==> src/rtl/tmr_tick_pkg.sv <==
package tmr_tick_pkg;

    localparam int SEL_W     = 4;
    localparam int MAX_SHIFT = 4;
    localparam int SHIFT_W   = $clog2(MAX_SHIFT + 1);
    localparam int CODE_N    = 1 << SEL_W;

    typedef enum logic [1:0] {
        SRC_OFF = 2'd0,
        SRC_DIV = 2'd1,
        SRC_EXT = 2'd2
    } src_e;

    typedef struct packed {
        src_e               src;
        logic [SHIFT_W-1:0] shift;
    } route_t;

    // Map a select code to a tick source and a divider exponent.
    function automatic route_t decode_sel(
        input logic [SEL_W-1:0]  code,
        input int                div_base,
        input logic [CODE_N-1:0] ext_mask
    );
        route_t r;
        int     total;
        r.src   = SRC_OFF;
        r.shift = '0;
        total   = int'(code) + div_base;
        if (ext_mask[code]) begin
            r.src = SRC_EXT;
        end else if (total <= MAX_SHIFT) begin
            r.src   = SRC_DIV;
            r.shift = SHIFT_W'(total);
        end
        return r;
    endfunction

endpackage

==> src/rtl/tmr_psc.sv <==
module tmr_psc #(
    parameter int W = 8
) (
    input  logic         clk,
    input  logic         rst,
    input  logic         restart,
    input  logic [W-1:0] div_val,
    output logic         stb
);

    logic [W-1:0] cnt_q;

    assign stb = (cnt_q == div_val);

    always_ff @(posedge clk) begin
        if (rst || restart) begin
            cnt_q <= '0;
        end else if (stb) begin
            cnt_q <= '0;
        end else begin
            cnt_q <= cnt_q + 1'b1;
        end
    end


    cnt_bound_chk: assert property (@(posedge clk) disable iff (rst)
        cnt_q <= div_val);


    stb_spacing_chk: assert property (@(posedge clk) disable iff (rst)
        (stb && div_val != '0 && !restart) |=> !stb);

endmodule

==> src/rtl/tmr_edge.sv <==
module tmr_edge (
    input  logic clk,
    input  logic ext_i,
    output logic rise_o
);

    logic ext_d;

    // Tracks the input even during reset so a level held high gives no tick.
    always_ff @(posedge clk) begin
        ext_d <= ext_i;
    end

    assign rise_o = ext_i & ~ext_d;

endmodule

==> src/rtl/tmr_chan.sv <==
module tmr_chan
    import tmr_tick_pkg::*;
#(
    parameter int                DIV_BASE = 1,
    parameter logic [CODE_N-1:0] EXT_MASK = 16'h0010
) (
    input  logic             clk,
    input  logic             rst,
    input  logic             restart,
    input  logic [SEL_W-1:0] sel,
    input  logic             stb_i,
    input  logic             rise_i,
    output logic             tick_o
);

    route_t               rt;
    logic [MAX_SHIFT:0]   one_hot;
    logic [MAX_SHIFT-1:0] low_mask;
    logic [MAX_SHIFT-1:0] dcnt_q;
    logic                 div_hit;
    logic                 tick_next;

    assign rt       = decode_sel(sel, DIV_BASE, EXT_MASK);
    assign one_hot  = {{MAX_SHIFT{1'b0}}, 1'b1} << rt.shift;
    assign low_mask = one_hot[MAX_SHIFT-1:0] - 1'b1;
    assign div_hit  = stb_i && ((dcnt_q & low_mask) == low_mask);

    always_comb begin
        tick_next = 1'b0;
        if (!restart) begin
            case (rt.src)
                SRC_DIV: tick_next = div_hit;
                SRC_EXT: tick_next = rise_i;
                default: tick_next = 1'b0;
            endcase
        end
    end

    always_ff @(posedge clk) begin
        if (rst || restart) begin
            dcnt_q <= '0;
        end else if (stb_i) begin
            dcnt_q <= dcnt_q + 1'b1;
        end
    end

    always_ff @(posedge clk) begin
        if (rst) begin
            tick_o <= 1'b0;
        end else begin
            tick_o <= tick_next;
        end
    end


    tick_origin_chk: assert property (@(posedge clk) disable iff (rst)
        tick_o |-> $past(stb_i || rise_i));


    restart_quiet_chk: assert property (@(posedge clk) disable iff (rst)
        $past(restart) |-> !tick_o);


    off_quiet_chk: assert property (@(posedge clk) disable iff (rst)
        (rt.src == SRC_OFF && $past(rt.src == SRC_OFF)) |-> !tick_o);

endmodule

==> src/rtl/tmr_tick_gen.sv <==
module tmr_tick_gen
    import tmr_tick_pkg::*;
#(
    parameter int                CH_N      = 5,
    parameter int                GRP_SPLIT = 2,
    parameter int                PSC_W     = 8,
    parameter int                DIV_BASE  = 1,
    parameter logic [CODE_N-1:0] EXT_MASK  = 16'h0010
) (
    input  logic                   clk,
    input  logic                   rst,
    input  logic                   cfg0_we,
    input  logic [2*PSC_W-1:0]     cfg0_wdata,
    input  logic                   cfg1_we,
    input  logic [CH_N*SEL_W-1:0]  cfg1_wdata,
    input  logic                   ext_clk0,
    input  logic                   ext_clk1,
    output logic [CH_N-1:0]        tick_o
);

    localparam int GRP_N = 2;

    logic [PSC_W-1:0] psc_q [GRP_N];
    logic [SEL_W-1:0] sel_q [CH_N];
    logic             restart;
    logic [GRP_N-1:0] stb_w;
    logic [GRP_N-1:0] rise_w;
    logic [GRP_N-1:0] ext_in;

    assign restart = cfg0_we | cfg1_we;
    assign ext_in  = {ext_clk1, ext_clk0};

    always_ff @(posedge clk) begin
        if (rst) begin
            for (int g = 0; g < GRP_N; g++) psc_q[g] <= '0;
        end else if (cfg0_we) begin
            for (int g = 0; g < GRP_N; g++) psc_q[g] <= cfg0_wdata[g*PSC_W +: PSC_W];
        end
    end

    always_ff @(posedge clk) begin
        if (rst) begin
            for (int c = 0; c < CH_N; c++) sel_q[c] <= '0;
        end else if (cfg1_we) begin
            for (int c = 0; c < CH_N; c++) sel_q[c] <= cfg1_wdata[c*SEL_W +: SEL_W];
        end
    end

    for (genvar g = 0; g < GRP_N; g++) begin : g_grp
        tmr_psc #(.W(PSC_W)) u_psc (
            .clk     (clk),
            .rst     (rst),
            .restart (restart),
            .div_val (psc_q[g]),
            .stb     (stb_w[g])
        );
        tmr_edge u_edge (
            .clk    (clk),
            .ext_i  (ext_in[g]),
            .rise_o (rise_w[g])
        );
    end

    for (genvar c = 0; c < CH_N; c++) begin : g_ch
        localparam int GRP = (c < GRP_SPLIT) ? 0 : 1;
        tmr_chan #(.DIV_BASE(DIV_BASE), .EXT_MASK(EXT_MASK)) u_chan (
            .clk     (clk),
            .rst     (rst),
            .restart (restart),
            .sel     (sel_q[c]),
            .stb_i   (stb_w[GRP]),
            .rise_i  (rise_w[GRP]),
            .tick_o  (tick_o[c])
        );
    end


    rst_clear_chk: assert property (@(posedge clk)
        rst |=> (tick_o == '0));

endmodule

==> config.mk <==
export PLATFORM = sky130hd
export DESIGN_NAME = tmr_tick_gen
export DESIGN_NICKNAME = d
export VERILOG_FILES = /design/src/rtl/tmr_tick_pkg.sv /design/src/rtl/tmr_psc.sv /design/src/rtl/tmr_edge.sv /design/src/rtl/tmr_chan.sv /design/src/rtl/tmr_tick_gen.sv
export SDC_FILE = /design/constraint.sdc
export NUM_CORES = 1
export LEC_CHECK = 0
export ABC_AREA = 1
export BUFFER_PORTS_ARGS = -buffer_cell sky130_fd_sc_hd__buf_2
export CORE_ASPECT_RATIO = 0.75
export CORE_MARGIN = 8
export CORE_UTILIZATION = 63
export DETAILED_ROUTE_END_ITERATION = 16
export PLACE_DENSITY = 0.91
export SLEW_MARGIN = 10
export SYNTH_ARGS = -nofsm -noshare
export SYNTH_HDL_FRONTEND = slang
export SYNTH_SLANG_ARGS = --single-unit
==> constraint.sdc <==
create_clock -name clk -period 7 [get_ports clk]
set_input_delay 0.7 -clock clk [delete_from_list [all_inputs] [get_ports clk]]
set_output_delay 0.7 -clock clk [all_outputs]
set_load 0.01 [all_outputs]
==> flow_results.org, run 1 <==
** Yosys
- Number of synthesis warnings :: 0
- Predominant post-synthesis flop cell :: sky130_fd_sc_hd__dfxtp_1
- In this run, synthesis inferred 36 flip-flops with an integrated enable.
- Mapped Area :: ~0.0043 mm^2
- Number of instances in the synthesized netlist :: roughly 560
- Counting flops and latches in the post-synthesis netlist gives between 70 and 80.
- In the synthesized netlist the async set-or-reset flop fraction comes to 0.
- The share of synthesized area in the top cell type comes to 0.250.
- Part of the Yosys area used for sequential elements :: 0.450
- The synthesized netlist contains 33 unique library cells.
- Sorting the synthesized cells by area gives the leading types as sky130_fd_sc_hd__edfxtp_1, sky130_fd_sc_hd__dfxtp_1, sky130_fd_sc_hd__inv_1, sky130_fd_sc_hd__nand2_1, sky130_fd_sc_hd__ha_1.
- The number of nets handed over by synthesis was between 600 and 700.
- Of all cell types, the one taking the most synthesized area is sky130_fd_sc_hd__edfxtp_1.
- The average instance in the mapped netlist occupies 7.72 um^2.

** Clock tree
- TritonCTS built the clock tree.
- Number of H-tree levels :: 3
- TritonCTS created 9 clock buffers.
- Deepest clock path buffer count :: 2
- The tree is rooted in a sky130_fd_sc_hd__clkbuf_8.
- Post-CTS Repair Setup Buffers :: 0
- Clock tree synthesis found a total of 79 sinks.
- Count of hold buffers inserted by post-cts repair :: 0
- Clock latency on the worst-skew pair, taken at its later pin, is 360 ps.
- The number of gates resized after CTS was 0.
- Register clock-pin slew on the reported worst setup and hold paths :: ~80 ps

** Power
- Highest ir drop seen on vdd :: 0.000143 V
- Total power divided by cell area :: 208 mW/mm^2
- Leakage power of the design :: 2.24 nW

** Floorplan
- IO Pins :: between 40 and 50
- The floorplan step defined a die boundary enclosing 0.00978 mm^2.
- Horizontal extent of the die :: approximately 110 um
- From bottom edge to top edge, the die measures 87.7 um.
- Effective utilization at floorplan :: 0.641
- In this run the core area contains 26 standard-cell rows.
- Area inside the core boundary :: 0.00673 mm^2

** STA
- The count of final hold-check violations is 0.
- Final worst-path cycle share :: 0.363
- Maximum operating frequency :: a little under 400 MHz
- Max-slew violations :: 0
- RSZ-0062 raised after global routing :: no
- Setup violations remaining at the end of the flow were counted as 0.
- Setup clock skew after layout :: about 12 ps
- After routing, the total negative slack on setup checks comes to 0 ps.
- For the pin with the worst max-slew slack, the measured transition is 859 ps.
- Final Critical Period :: about 2500 ps
- Max transition margin :: 0.427

** Detailed routing
- Remaining routing DRC violations :: 0
- In the final routed layout, each cell accounts on average for approximately 12 um.
- In this run the remaining antenna-violating nets after routing total 0.
- The detailed router finished its first iteration with 176 violations.
- Number of vias in the routed layout :: 3554
- Wires add up to around 8.6 mm.
- Number of vias per cell after detailed routing :: around 5.1
- TritonRoute pass-1 iters :: 5

** Job
- The tool flagged a number of max-cap violations equal to 0.

** Worst setup path
- In this design, the stage delay of the slowest critical-path cell is about 530 ps.
- STA classifies the critical path startpoint as a register.
- STA puts the critical path data required time at between 7000 and 8000 ps.
- Worst Setup SP :: sel_q[0][8]$_SDFFCE_PN0P_
- Among the stages of the critical path, the cell type that occurs most often is sky130_fd_sc_hd__nand3_1.
- Traced cell by cell, the critical path runs through ha_1 -> inv_1 -> nand2_1 -> nand2_1 -> o22ai_1 -> nand3b_1 -> nor2_1 -> nand3_1 -> ha_1 -> or2_2 -> nand3_1 -> nor2_1 -> nand3_1 -> a21oi_1.
- For the worst setup path, the data arrival time is approximately 2800 ps.
- STA classifies the critical path endpoint as a register.
- Startpoint of the worst register-to-register path :: sel_q[0][8]$_SDFFCE_PN0P_
- Top fanout value on the critical path :: 9
- Critical setup path kind :: register to register
- Standard cell with the maximum stage delay on the critical path :: sky130_fd_sc_hd__edfxtp_1

** Global routing
- Overall overflow remaining after global route :: 0
- The number of antenna violations at the first check in global routing came to 0.
- Total global routing track utilization :: 0.186
- The first global-routing pass estimated between 10 and 15 mm of wire.
- Vias in the first global route :: around 3500
- Maximum number of pins on one net before global-route repair :: 22

** Cells and area
- The final layout contains 670 nets.
- The repair_antennas step left the layout with diodes totalling 0.
- Final cell area excluding filler cells :: 0.00477 mm^2
- Synthesis-to-finish area growth :: 10.4%
- Proportion of layout cells with a drive suffix above 1 :: 0.128

** Status
- Status :: finished clean

** Placed design
- Area after detailed placement :: about 0.0046 mm^2
- In this run the tool buffered the top-level ports with 46 buffer cells.
- The wire-length estimate of the detail-placed layout is between 6 and 7 mm.
- The congestion estimate from routability-driven global placement came to around 0.81.

** Worst hold path
- The tightest min-delay check is of the primary input to register type.
- Hold_sp :: ext_clk1
## cell usage after synthesis, types with 4 or more instances
master	number
sky130_fd_sc_hd__inv_1	123
sky130_fd_sc_hd__nand2_1	98
sky130_fd_sc_hd__nor2_1	80
sky130_fd_sc_hd__dfxtp_1	43
sky130_fd_sc_hd__edfxtp_1	36
sky130_fd_sc_hd__nand3_1	32
sky130_fd_sc_hd__ha_1	25
sky130_fd_sc_hd__a21oi_1	21
sky130_fd_sc_hd__o21ai_0	21
sky130_fd_sc_hd__nand4_1	11
sky130_fd_sc_hd__xnor2_1	8
sky130_fd_sc_hd__xor2_1	7
sky130_fd_sc_hd__buf_4	6
sky130_fd_sc_hd__nor3_1	5
sky130_fd_sc_hd__nor3b_1	5
sky130_fd_sc_hd__or2_2	5
sky130_fd_sc_hd__a31oi_1	4
sky130_fd_sc_hd__nand3b_1	4
## power breakdown
group	total, mW	internal, mW	switching (mW)
registers	0.519	0.503	0.0156
logic	0.126	0.0495	0.0763
clock network	0.346	0.176	0.170
## kinds of logic after synthesis
family | synth area share
simple gates | 0.255
fa+ha+maj | 0.0725
compound gates | 0.0629
xor+xnor | 0.0304
flops | 0.450
buf+inv | 0.130
## through the flow
stage	setup WS, ps	utilization	hold slack (ps)	power (mW)	cells
2_1_floorplan	4760	-	441	0.618	559
3_3_place_gp	4490	0.678	454	0.642	676
3_5_place_dp	4360	0.678	459	0.653	676
4_1_cts	4470	0.708	445	0.992	692
5_1_grt	4270	0.708	446	1.04	692
6_report	4460	0.708	452	0.990	692
## layout make-up
class	count	area [um^2]
tap	84	105
multi-input combinational	342	1820
clock inverter	6	66.3
inverter	125	470
timing repair buffer	46	230
clock buffer	10	138
sequential	79	1940
fill	487	1970
## metal layers
layer | part of all wire | GRT usage | wire length, um
met1 | 0.43 | 0.197 | 3680
met2 | 0.50 | 0.345 | 4350
met3 | 0.045 | 0.0503 | 388
met4 | 0.024 | 0.0816 | 211
met5 | 0 | 0 | 0
## critical path, delay by kind of cell (launching register included)
| family | cells | cell delay [ps] |
|---|---|---|
| AO/OA/AOI/OAI | 2 | 180 |
| adder cells (fa/ha/maj) | 2 | 550 |
| buffers and inverters | 1 | 60 |
| flip-flops | 1 | 530 |
| AND/OR/NAND/NOR | 9 | 1100 |
## worst paths after layout
check / depth (start not counted) / to / slack (ps)
hold / removal: 1 / g_grp[1].u_edge.ext_d$_DFF_P_ / 450
setup / recovery: 14 / g_ch[2].u_chan.tick_o$_SDFF_PP0_ / 4460
setup reg to reg: 14 / g_ch[2].u_chan.tick_o$_SDFF_PP0_ / 4460
hold reg to reg: 2 / g_ch[4].u_chan.dcnt_q[3]$_SDFFE_PP0P_ / 470
## sequential cells by signal (all words and copies together), names as in the netlist
name,flops
g_ch.u_chan.dcnt_q,20
g_ch.u_chan.tick_o,5
g_grp.u_edge.ext_d,2
g_grp.u_psc.cnt_q,16
psc_q,16
sel_q,20
## layout by cell type (no fill, tap or decap)
cell type | Yosys | final
sky130_fd_sc_hd__nor4_1 | 1 | 1
sky130_fd_sc_hd__or2_2 | 5 | 5
sky130_fd_sc_hd__inv_6 | 0 | 2
sky130_fd_sc_hd__xnor2_1 | 8 | 8
sky130_fd_sc_hd__nor2_2 | 3 | 3
sky130_fd_sc_hd__nor3_1 | 5 | 5
sky130_fd_sc_hd__nor2_4 | 1 | 1
sky130_fd_sc_hd__nor2_1 | 80 | 80
sky130_fd_sc_hd__nor3b_1 | 5 | 5
sky130_fd_sc_hd__o21ai_0 | 21 | 21
sky130_fd_sc_hd__nand2_1 | 98 | 98
sky130_fd_sc_hd__a21oi_1 | 21 | 21
sky130_fd_sc_hd__xor2_1 | 7 | 7
sky130_fd_sc_hd__o21ai_2 | 1 | 1
sky130_fd_sc_hd__nand2_2 | 3 | 3
sky130_fd_sc_hd__inv_1 | 123 | 123
sky130_fd_sc_hd__buf_2 | 2 | 46
sky130_fd_sc_hd__o22ai_1 | 2 | 2
sky130_fd_sc_hd__nand4_1 | 11 | 11
sky130_fd_sc_hd__clkinv_2 | 1 | 3
sky130_fd_sc_hd__nand3_1 | 32 | 32
sky130_fd_sc_hd__ha_1 | 25 | 25
sky130_fd_sc_hd__a211oi_1 | 2 | 2
sky130_fd_sc_hd__nand3b_1 | 4 | 4
sky130_fd_sc_hd__inv_2 | 1 | 1
sky130_fd_sc_hd__clkbuf_8 | 0 | 10
sky130_fd_sc_hd__or2_1 | 1 | 1
sky130_fd_sc_hd__nand2_4 | 1 | 1
sky130_fd_sc_hd__and3_1 | 1 | 1
sky130_fd_sc_hd__clkinv_4 | 0 | 1
sky130_fd_sc_hd__a31oi_1 | 4 | 4
sky130_fd_sc_hd__bufinv_16 | 0 | 1
sky130_fd_sc_hd__dfxtp_1 | 43 | 43
sky130_fd_sc_hd__edfxtp_1 | 36 | 36
Note: power is estimated with default switching activity, not from simulation.
==> inputs of run 2 (changes only) <==
--- a/config.mk
+++ b/config.mk
@@ -9,9 +9,9 @@
 export BUFFER_PORTS_ARGS = -buffer_cell sky130_fd_sc_hd__buf_2
 export CORE_ASPECT_RATIO = 0.75
 export CORE_MARGIN = 8
-export CORE_UTILIZATION = 63
+export CORE_UTILIZATION = 59
 export DETAILED_ROUTE_END_ITERATION = 16
-export PLACE_DENSITY = 0.91
+export PLACE_DENSITY = 0.86
 export SLEW_MARGIN = 10
 export SYNTH_ARGS = -nofsm -noshare
 export SYNTH_HDL_FRONTEND = slang
==> constraint.sdc (replaced) <==
create_clock -name clk -period 2.5 [get_ports clk]
set_input_delay 0.25 -clock clk [delete_from_list [all_inputs] [get_ports clk]]
set_output_delay 0.25 -clock clk [all_outputs]
set_load 0.01 [all_outputs]
==> run 2 against run 1 <==
  * Die area increased by 5.7%
  * Largest cell class unchanged
  * Combinational power grew to 3.2 times the previous value
  * Critical path type unchanged
  * Utilization is 3.1 points lower
  * Via count increased by 0.90%
  * Non-clock buffer count increased by 15
  * Cell count increased by 4.6%
==> flow_results.org, run 2 (synthesis gave the netlist of run 1 again) <==
** STA
- Final worst-path cycle share :: 0.951 (+0.588)
- The number of max-slew violations in the final report is 0 (unchanged).
- The final critical delay including setup and external delays was 2380 ps (-165 ps).
- Slew at the pin closest to its max-slew limit :: 730 ps (-129 ps)
- Max transition margin :: 0.512 (+0.0858)
- Number of failing setup endpoints in the final timing report :: 0 (unchanged)
- Setup repair after global routing could not meet its margin everywhere.
- Count of endpoints failing hold in the final timing report :: 0 (unchanged)
- Maximum operating frequency :: 421 MHz (+6.9%)
- Worst hold-check slack :: 16.1 ps (-435 ps)
- The setup clock skew after layout came to 11.7 ps (+0.0636 ps).

** Worst setup path
- Critical setup path kind :: register to register
- By instance count, the cell type seen most on the critical path is sky130_fd_sc_hd__nand3_1.
- The slowest stage of the critical path is the sky130_fd_sc_hd__edfxtp_1 cell.
- R2r worst-path depth :: 14 (unchanged)
- The critical path ends at g_ch[2].u_chan.tick_o$_SDFF_PP0_.
- Reg2Reg Capture Point :: g_ch[2].u_chan.tick_o$_SDFF_PP0_
- Req. time, crit path :: 2730 ps (-4510 ps)
- Crit path launch type :: register
- The startpoint identified for the worst register-to-register timing path is sel_q[0][9]$_SDFFCE_PN0P_.
- The peak fanout along the critical path is 4 (-5).
- Delay of the slowest cell on the worst path :: 440 ps (-90 ps)
- The register-to-register path setup slack is 120 ps (-4340 ps).
- Worst Setup SP :: sel_q[0][9]$_SDFFCE_PN0P_
- The worst setup path is captured at a register.
- The signal arrival time at the worst endpoint was 2610 ps (-170 ps).
- The critical path goes through ha_1 -> inv_1 -> nand2_1 -> nand2_2 -> o22ai_1 -> nand3b_1 -> nor2_1 -> nand3_1 -> ha_1 -> or2_2 -> nand3_1 -> nor2_1 -> nand3_1 -> a21oi_1.

** Clock tree
- CTS tree :: done
- The total number of clock tree sinks came to 79 (unchanged).
- Inserted Clock Buffers :: 9 (unchanged)
- Number of H-tree levels :: 3 (unchanged)
- Deepest clock path buffer count :: 2 (unchanged)
- The clock network latency to the later pin of the worst-skew pair was 350 ps (about the same).
- The tree is rooted in a sky130_fd_sc_hd__clkbuf_8.
- The clock-pin slew reported for the worst setup and hold paths after clock tree synthesis is 80 ps (about the same).

** Power
- Switching power :: 0.730 mW (+180%)
- Clock group share of total power :: 0.333 (-0.016)
- Proportion of power drawn by combinational gates :: 0.145 (+0.018)
- Proportion of power drawn by flip-flops and latches :: 0.523 (about the same)
- Leakage power of the design :: 2.30 nW (+2.8%)
- The peak ir drop on the vdd network came to 0.000323 V (+130%).
- The total power divided by cell area was 564 mW/mm^2 (+170%).
- The total power of the final layout was 2.76 mW (+180%).
- The total internal power was 2.03 mW (+180%).
- Switching part of the total :: 0.264 (about the same)

** Global routing
- Global-route wire length before repair :: 14.3 mm (-2.9%)
- The number of antenna violations at the first check in global routing was 0 (unchanged).
- The total congestion overflow was 0 (unchanged).
- The via count of the first global-routing pass came to 3457 (-1.3%).
- Maximum number of pins on one net before global-route repair :: 21 (-4.5%)
- Total global routing track utilization :: 0.169 (-0.0170)

** Cells and area
- Number of filler instances in the final layout :: 587 (+21%)
- The register area was 0.00194 mm^2 (unchanged).
- Total Nets Final :: 685 (+2.2%)
- Leading cell types in the layout, fill and taps excluded :: sky130_fd_sc_hd__inv_1, sky130_fd_sc_hd__nand2_1, sky130_fd_sc_hd__nor2_1
- The fraction of final layout cells with drive strength greater than 1 is 0.154 (+0.0258).
- The total inserted antenna cells is 0 (unchanged).
- Number of standard cells in the final layout excluding fillers :: 724 (+4.6%)
- The library cell used most frequently in the layout, excluding fill and tap cells, is sky130_fd_sc_hd__inv_1.
- The post-route standard cell area excluding fillers came to 0.00490 mm^2 (+2.7%).
- The area of the multi-input gates came to 0.00183 mm^2 (+0.55%).
- The largest registers in the layout are g_ch.u_chan.dcnt_q (20), sel_q (20).
- Synthesis-to-finish area growth :: 13.4%
- Final core utilization :: 0.677 (-0.0307)

** Detailed routing
- Number of vias per cell after detailed routing :: 4.95 (-3.6%)
- The met1 wire length was 3.65 mm (-0.76%).
- After detailed routing, no signal wire sits above met4.
- Routed wire length on met3 :: 394 um (+1.5%)
- The post-route antenna net violation count came to 0 (unchanged).
- Total length of routed met2 wires :: 4.34 mm (-0.14%)
- The routed wirelength normalized by instance count was 11.8 um (-5.6%).
- The detailed-routing iteration count for the pre-antenna-repair pass came to 9 (+4).
- The first-iteration detailed-routing DRC count is 176 (unchanged).
- The wire length after detailed routing is 8.52 mm (-1.2%).
- Remaining routing DRC violations :: 0 (unchanged)
- The number of vias in the routed layout was 3586 (+0.90%).

** Worst hold path
- The path class of the tightest hold or removal check is primary input to register.

** Floorplan
- The core area is 0.00723 mm^2 (+7.4%).
- IO Pins :: 47 (unchanged)
- Y dimension of the die :: 90.1 um (+2.7%)
- The full die area was 0.0103 mm^2 (+5.7%).
- The initial core utilization is 0.597 (-0.0439).
- The number of core rows was 27 (+3.8%).
- Horizontal extent of the die :: 115 um (+2.9%)

** Status
- Status :: finished clean

** Job
- Max-cap violation count :: 0 (unchanged)

** Placed design
- Placer's final routability congestion estimate :: 0.846 (+4.1%)
- The instance area after placement was 0.00462 mm^2 (+1.3%).
- The detailed placer's ending HPWL came to 6.22 mm (-1.1%).
- Placed Cells :: 698 (+3.3%)
- The quantity of I/O buffers inserted on ports came to 46 (unchanged).
[run 2: changes by cell type in the layout (fill, tap and decap cells not counted), moves of 2 or more]
cell                      delta
sky130_fd_sc_hd__buf_4      +15
sky130_fd_sc_hd__inv_6       -2
sky130_fd_sc_hd__nand2_1     -3
sky130_fd_sc_hd__nand2_2     +3
[run 2: metal layers]
layer | vias up | global-route usage
met2 | 109 | 0.298
met5 | - | 0
met4 | 0 | 0.0665
li1 | 1853 | -
met3 | 14 | 0.0454
met1 | 1610 | 0.188
[run 2: worst max-delay path: cells and delay by family (launching register included)]
kind | cells | cell delay [ps]
AOI/OAI and AO/OA | 2 | 160
DFF | 1 | 440
adders and majority gates | 2 | 520
buffers and inverters | 1 | 60
and+or+nand+nor | 9 | 1090
[run 2: layout make-up]
class,instances,area share
flip-flops and latches,79,0.397
multi-input cells,342,0.373
inverters,125,0.0961
repair buffers,61,0.0700
clock buffers,10,0.0261
well taps,101,0.0258
clock inverters,6,0.0125
[run 2: power by group through the flow]
stage	sequential (mW)	combinational, mW	clock (mW)
after floorplan	1.47	0.261	0
after CTS	1.44	0.370	0.931
after global placement	1.47	0.337	0
final	1.44	0.399	0.919
after detailed placement	1.47	0.365	0
after global routing	1.45	0.457	0.985
[run 2: how the worst min path moves through the flow]
stage / start / endpoint / slack, ps / cells past startpoint
after floorplan: ext_clk0 / g_grp[0].u_edge.ext_d$_DFF_P_ / 280 / 0
after global placement: ext_clk0 / g_grp[0].u_edge.ext_d$_DFF_P_ / 370 / 1
after detailed placement: ext_clk0 / g_grp[0].u_edge.ext_d$_DFF_P_ / 370 / 1
after CTS: ext_clk1 / g_grp[1].u_edge.ext_d$_DFF_P_ / 5 / 1
after global routing: ext_clk1 / g_grp[1].u_edge.ext_d$_DFF_P_ / 4 / 1
final: ext_clk1 / g_grp[1].u_edge.ext_d$_DFF_P_ / 20 / 1
[run 2: repair_timing]
item,4_1_cts,5_1_grt
setup endpoints to repair,0,3
resized for setup,0,5
hold buffers,0,0
buffers inserted,0,10
[run 2: through the flow]
stage          setup TNS [ps]  setup slack (ps)
4_1_cts                     0               110
6_report                    0               123
2_1_floorplan               0               260
3_5_place_dp                0               125
5_1_grt                 -73.4             -67.5
3_3_place_gp                0               316
